File: src/rtl/scc_pkg.sv
`timescale 1ns/1ps
package scc_pkg;
  // default geometry of the split counter
  localparam int unsigned SCC_WIDTH = 32;
  localparam int unsigned SCC_LO_W  = 16;
endpackage

File: src/rtl/scc_lo_seg.sv
`timescale 1ns/1ps
// Low segment: counts enabled cycles and registers its own rollover.
module scc_lo_seg #(
  parameter int unsigned W = 16
) (
  input  logic         clk,
  input  logic         rst,
  input  logic         en,
  output logic [W-1:0] lo_q,
  output logic         carry_q
);
  localparam logic [W-1:0] ONE = W'(1);

  always_ff @(posedge clk) begin
    if (rst) begin
      lo_q    <= '0;
      carry_q <= 1'b0;
    end else begin
      carry_q <= en & (&lo_q);
      if (en) lo_q <= lo_q + ONE;
    end
  end
endmodule

File: src/rtl/scc_hi_seg.sv
`timescale 1ns/1ps
// High segment: advances once per registered carry pulse.
module scc_hi_seg #(
  parameter int unsigned W = 16
) (
  input  logic         clk,
  input  logic         rst,
  input  logic         step_i,
  output logic [W-1:0] hi_q
);
  localparam logic [W-1:0] ONE = W'(1);

  always_ff @(posedge clk) begin
    if (rst)         hi_q <= '0;
    else if (step_i) hi_q <= hi_q + ONE;
  end
endmodule

File: src/rtl/scc_delay.sv
`timescale 1ns/1ps
// Resettable register pipeline used to realign the low segment.
module scc_delay #(
  parameter int unsigned W      = 16,
  parameter int unsigned STAGES = 1
) (
  input  logic         clk,
  input  logic         rst,
  input  logic [W-1:0] d_i,
  output logic [W-1:0] q_o
);
  generate
    if (STAGES == 0) begin : g_wire
      assign q_o = d_i;
    end else begin : g_pipe
      logic [W-1:0] stage_q [STAGES];
      for (genvar i = 0; i < STAGES; i++) begin : g_st
        always_ff @(posedge clk) begin
          if (rst)         stage_q[i] <= '0;
          else if (i == 0) stage_q[i] <= d_i;
          else             stage_q[i] <= stage_q[(i == 0) ? 0 : i-1];
        end
      end
      assign q_o = stage_q[STAGES-1];
    end
  endgenerate
endmodule

File: src/rtl/split_carry_counter.sv
`timescale 1ns/1ps
// Two-segment counter with a registered inter-segment carry.
module split_carry_counter #(
  parameter int unsigned WIDTH = scc_pkg::SCC_WIDTH,
  parameter int unsigned LO_W  = scc_pkg::SCC_LO_W
) (
  input  logic             clk,
  input  logic             rst,
  input  logic             en,
  output logic [WIDTH-1:0] count_o
);
  localparam int unsigned HI_W    = WIDTH - LO_W;
  // the carry register adds one cycle to the high segment; match it
  localparam int unsigned ALIGN_N = 1;

  logic [LO_W-1:0] lo_q;
  logic [LO_W-1:0] lo_dly;
  logic [HI_W-1:0] hi_q;
  logic            carry_q;

  scc_lo_seg #(.W(LO_W)) u_lo (
    .clk(clk), .rst(rst), .en(en), .lo_q(lo_q), .carry_q(carry_q)
  );

  scc_hi_seg #(.W(HI_W)) u_hi (
    .clk(clk), .rst(rst), .step_i(carry_q), .hi_q(hi_q)
  );

  scc_delay #(.W(LO_W), .STAGES(ALIGN_N)) u_align (
    .clk(clk), .rst(rst), .d_i(lo_q), .q_o(lo_dly)
  );

  assign count_o = {hi_q, lo_dly};
endmodule

File: config.mk
export PLATFORM = sky130hd
export DESIGN_NAME = split_carry_counter
export DESIGN_NICKNAME = d
export VERILOG_FILES = /design/src/rtl/scc_pkg.sv /design/src/rtl/scc_lo_seg.sv /design/src/rtl/scc_hi_seg.sv /design/src/rtl/scc_delay.sv /design/src/rtl/split_carry_counter.sv
export SDC_FILE = /design/constraint.sdc
export NUM_CORES = 1
export LEC_CHECK = 0
export BUFFER_PORTS_ARGS = -buffer_cell sky130_fd_sc_hd__clkbuf_2
export CAP_MARGIN = 25
export CORE_ASPECT_RATIO = 1.1
export CORE_MARGIN = 4
export CORE_UTILIZATION = 50
export DETAILED_ROUTE_END_ITERATION = 8
export PLACE_DENSITY_LB_ADDON = 0.25
export SYNTH_ARGS = -nofsm -noshare
export SYNTH_HDL_FRONTEND = slang
export SYNTH_SLANG_ARGS = --single-unit
File: constraint.sdc
create_clock -name clk -period 3.58 [get_ports clk]
set_input_delay 0.895 -clock clk [delete_from_list [all_inputs] [get_ports clk]]
set_output_delay 0.895 -clock clk [all_outputs]
set_load 0.05 [all_outputs]
==> results.toml <==
[outcome]
outcome = "completed"

[clock_tree]
path_clk_slew_ns = 0.09
numCtsBuffers = 5
post_cts_buffers = 0
hold_buffers = 0
cts_htree_levels = 2
cts_sinks = 49
cts_buffer_depth = 2
cts_tree = "done"
ctsResizeCount = 0
clock-root-buffer = "clkbuf_8"
clock_latency_ns = 0.29

[timing]
tightest_slew_ns = 0.971
setup_viol = 0
skew_ns = 0.00561
fin_crit_sh_pct = 55.4
fin_crit_ns = 1.98
max_slew_margin_pct = 35.3
slew_violations = 0
fmax_mhz = 505
setup_tns_ns = 0
rsz0062_at_grt = "false"
hold_violations = 0

[worst_setup_path]
reg2reg_to = "u_hi.hi_q[15]"
end_kind = "output pin"
crit_end = "count_o[16]"
crit_chain = "clkbuf_2"
rrSetupSlack_ns = 1.95
rr_startpoint = "u_hi.hi_q[3]"
worst_setup_path_start_kind = "flip-flop"
critical_path_class = "flip-flop to output pin"
path_depth = 1
path_buf_inv = 1
required_ns = 2.68
crit_family = "flip-flops"
worstPathArrival_ns = 1.09
r2r_cells = 3
cp-startpoint = "u_hi.hi_q[0]"
critPathMaxStageDelay_ns = 0.46
cp_max_fo = 6
critPathSlowestCell = "dfxtp_1"

[routing]
drc = 0
drt-total-wl_mm = 3.56
drtPass1Iterations = 4
ant_nets = 0
drt_iter0_drc = 110
wire_per_inst_um = 12.5
vias = 1526
viasPerCell = 5.35

[synthesis]
ys_ff_latch = 49
synth.distinct_cells = 26
syn_avg_cell_area_um2 = 9.68
synth-seq-area-share_pct = 50.2
mappedNetlistArea_mm2 = 0.00196
yosysWarningCount = 0
ys_top_cells_by_area = "dfxtp_1 (50%), mux2_2 (6.3%), nor2b_1 (6.1%), nor2_1 (4.4%), nand4_1 (3.8%)"
synthCells = 202
synth_area_leader_cell = "dfxtp_1"
syn_nets = 207
synth.top_cell.area_share_pct = 50.2

[placed_design]
port_buffers = 34
post_dp_cell_area_mm2 = 0.00213
hpwl_mm = 2.44
place.gp.congestion = 0.744
placed_cells = 277

[run]
max_cap_violations = 0

[global_routing]
grt-ovfl-total = 0
grt_pass1_vias = 1356
grt_max_degree = 53
antenna_found_initial = 0
grt_pass1_wl_mm = 5.91
grt_usage_pct = 15.4

[floorplan]
fp.dieH_um = 73.6
core_area_mm2 = 0.00371
die_w_um = 67.6
rows = 23
io-pin-count = 35
start_util_pct = 52.7
die_area_mm2 = 0.00498

[cells_and_area]
regArea_um2 = 981
final_cells = 285
drive_gt1_share_pct = 23.8
final_common_cell = "dfxtp_1"
area_delta_synth_final_pct = 13.3
final_net_count = 239
final_area_mm2 = 0.00222
nFillCells = 340
final_cell_mix = "dfxtp_1 (49), clkbuf_2 (34), nor2_1 (23)"
antenna_cells = 0
multiInputGateArea_um2 = 912

[power]
p_per_area_mw_per_mm2 = 400
ir_drop_v = 0.000261
p_leak_nw = 0.893
total_power_w = 0.000886

[hold_path]
min_from = "u_lo.lo_q[15]"
hp-class = "flip-flop to flip-flop"
min_path_cells = 1
stage by stage:
step                      setup slack [ns]  utilization [%]  hold WS (ns)
after floorplan                       1.59                -         0.467
after global placement                1.34             57.5         0.482
after detailed placement              1.32             57.5         0.491
after CTS                             1.59             59.7         0.503
after global routing                  1.53             59.7         0.521
final                                 1.60             59.7         0.504
registers in the layout, summed over array words and instances, names as in the netlist:
name	cells
u_lo.lo_q	16
u_hi.hi_q	16
u_align.g_pipe.stage_q	16
u_lo.carry_q	1
synth_stat cells:
library cell / number
a21oi_1: 9
and4_1: 1
buf_1: 1
buf_2: 5
buf_6: 2
clkbuf_1: 1
dfxtp_1: 49
ha_1: 2
inv_1: 2
mux2_1: 1
mux2_2: 11
mux2i_1: 2
nand2_1: 14
nand3_1: 3
nand4_1: 12
nand4_2: 4
nor2_1: 23
nor2b_1: 19
nor3_1: 3
nor4_1: 10
o21ai_0: 5
o31ai_1: 5
or3_1: 4
or4_1: 6
xnor2_1: 2
xor2_1: 6
worst min path at each step:
stage,end
final,u_align.g_pipe.stage_q[0][15]
after global routing,u_align.g_pipe.stage_q[0][14]
after CTS,u_align.g_pipe.stage_q[0][15]
after detailed placement,u_align.g_pipe.stage_q[0][15]
after global placement,u_align.g_pipe.stage_q[0][15]
after floorplan,u_align.g_pipe.stage_q[0][15]
power by group:
part	internal (W)	total, W	switching [W]
Sequential	0.000548	0.000552	0.00000373
Clock	0.000136	0.000307	0.000171
Combinational	0.00000760	0.0000269	0.0000193
Total	0.000692	0.000886	0.000194
metal layers:
metal	track usage, %	part of all wire (%)	up-vias
li1	-	-	785
met1	18.2	46	707
met2	25.8	48	32
met3	5.20	5.6	2
met4	4.95	0.36	0
met5	0	0	-
final cells by class:
type | instances | share of cell area (%)
clock inverters | 2 | 0.452
clock buffers | 6 | 3.27
repair buffers | 34 | 7.68
flip-flops and latches | 49 | 44.3
well taps | 50 | 2.82
multi-input cells | 142 | 41.2
inverters | 2 | 0.339
kinds of logic after synthesis:
group | Yosys count | share of synthesized area (%)
mux | 14 | 7.93
buf+inv | 11 | 3.20
simple gates | 99 | 28.3
flops | 49 | 50.2
compound gates | 19 | 5.50
fa+ha+maj | 2 | 1.28
xor+xnor | 8 | 3.58
(Power assumes the default switching activity.)
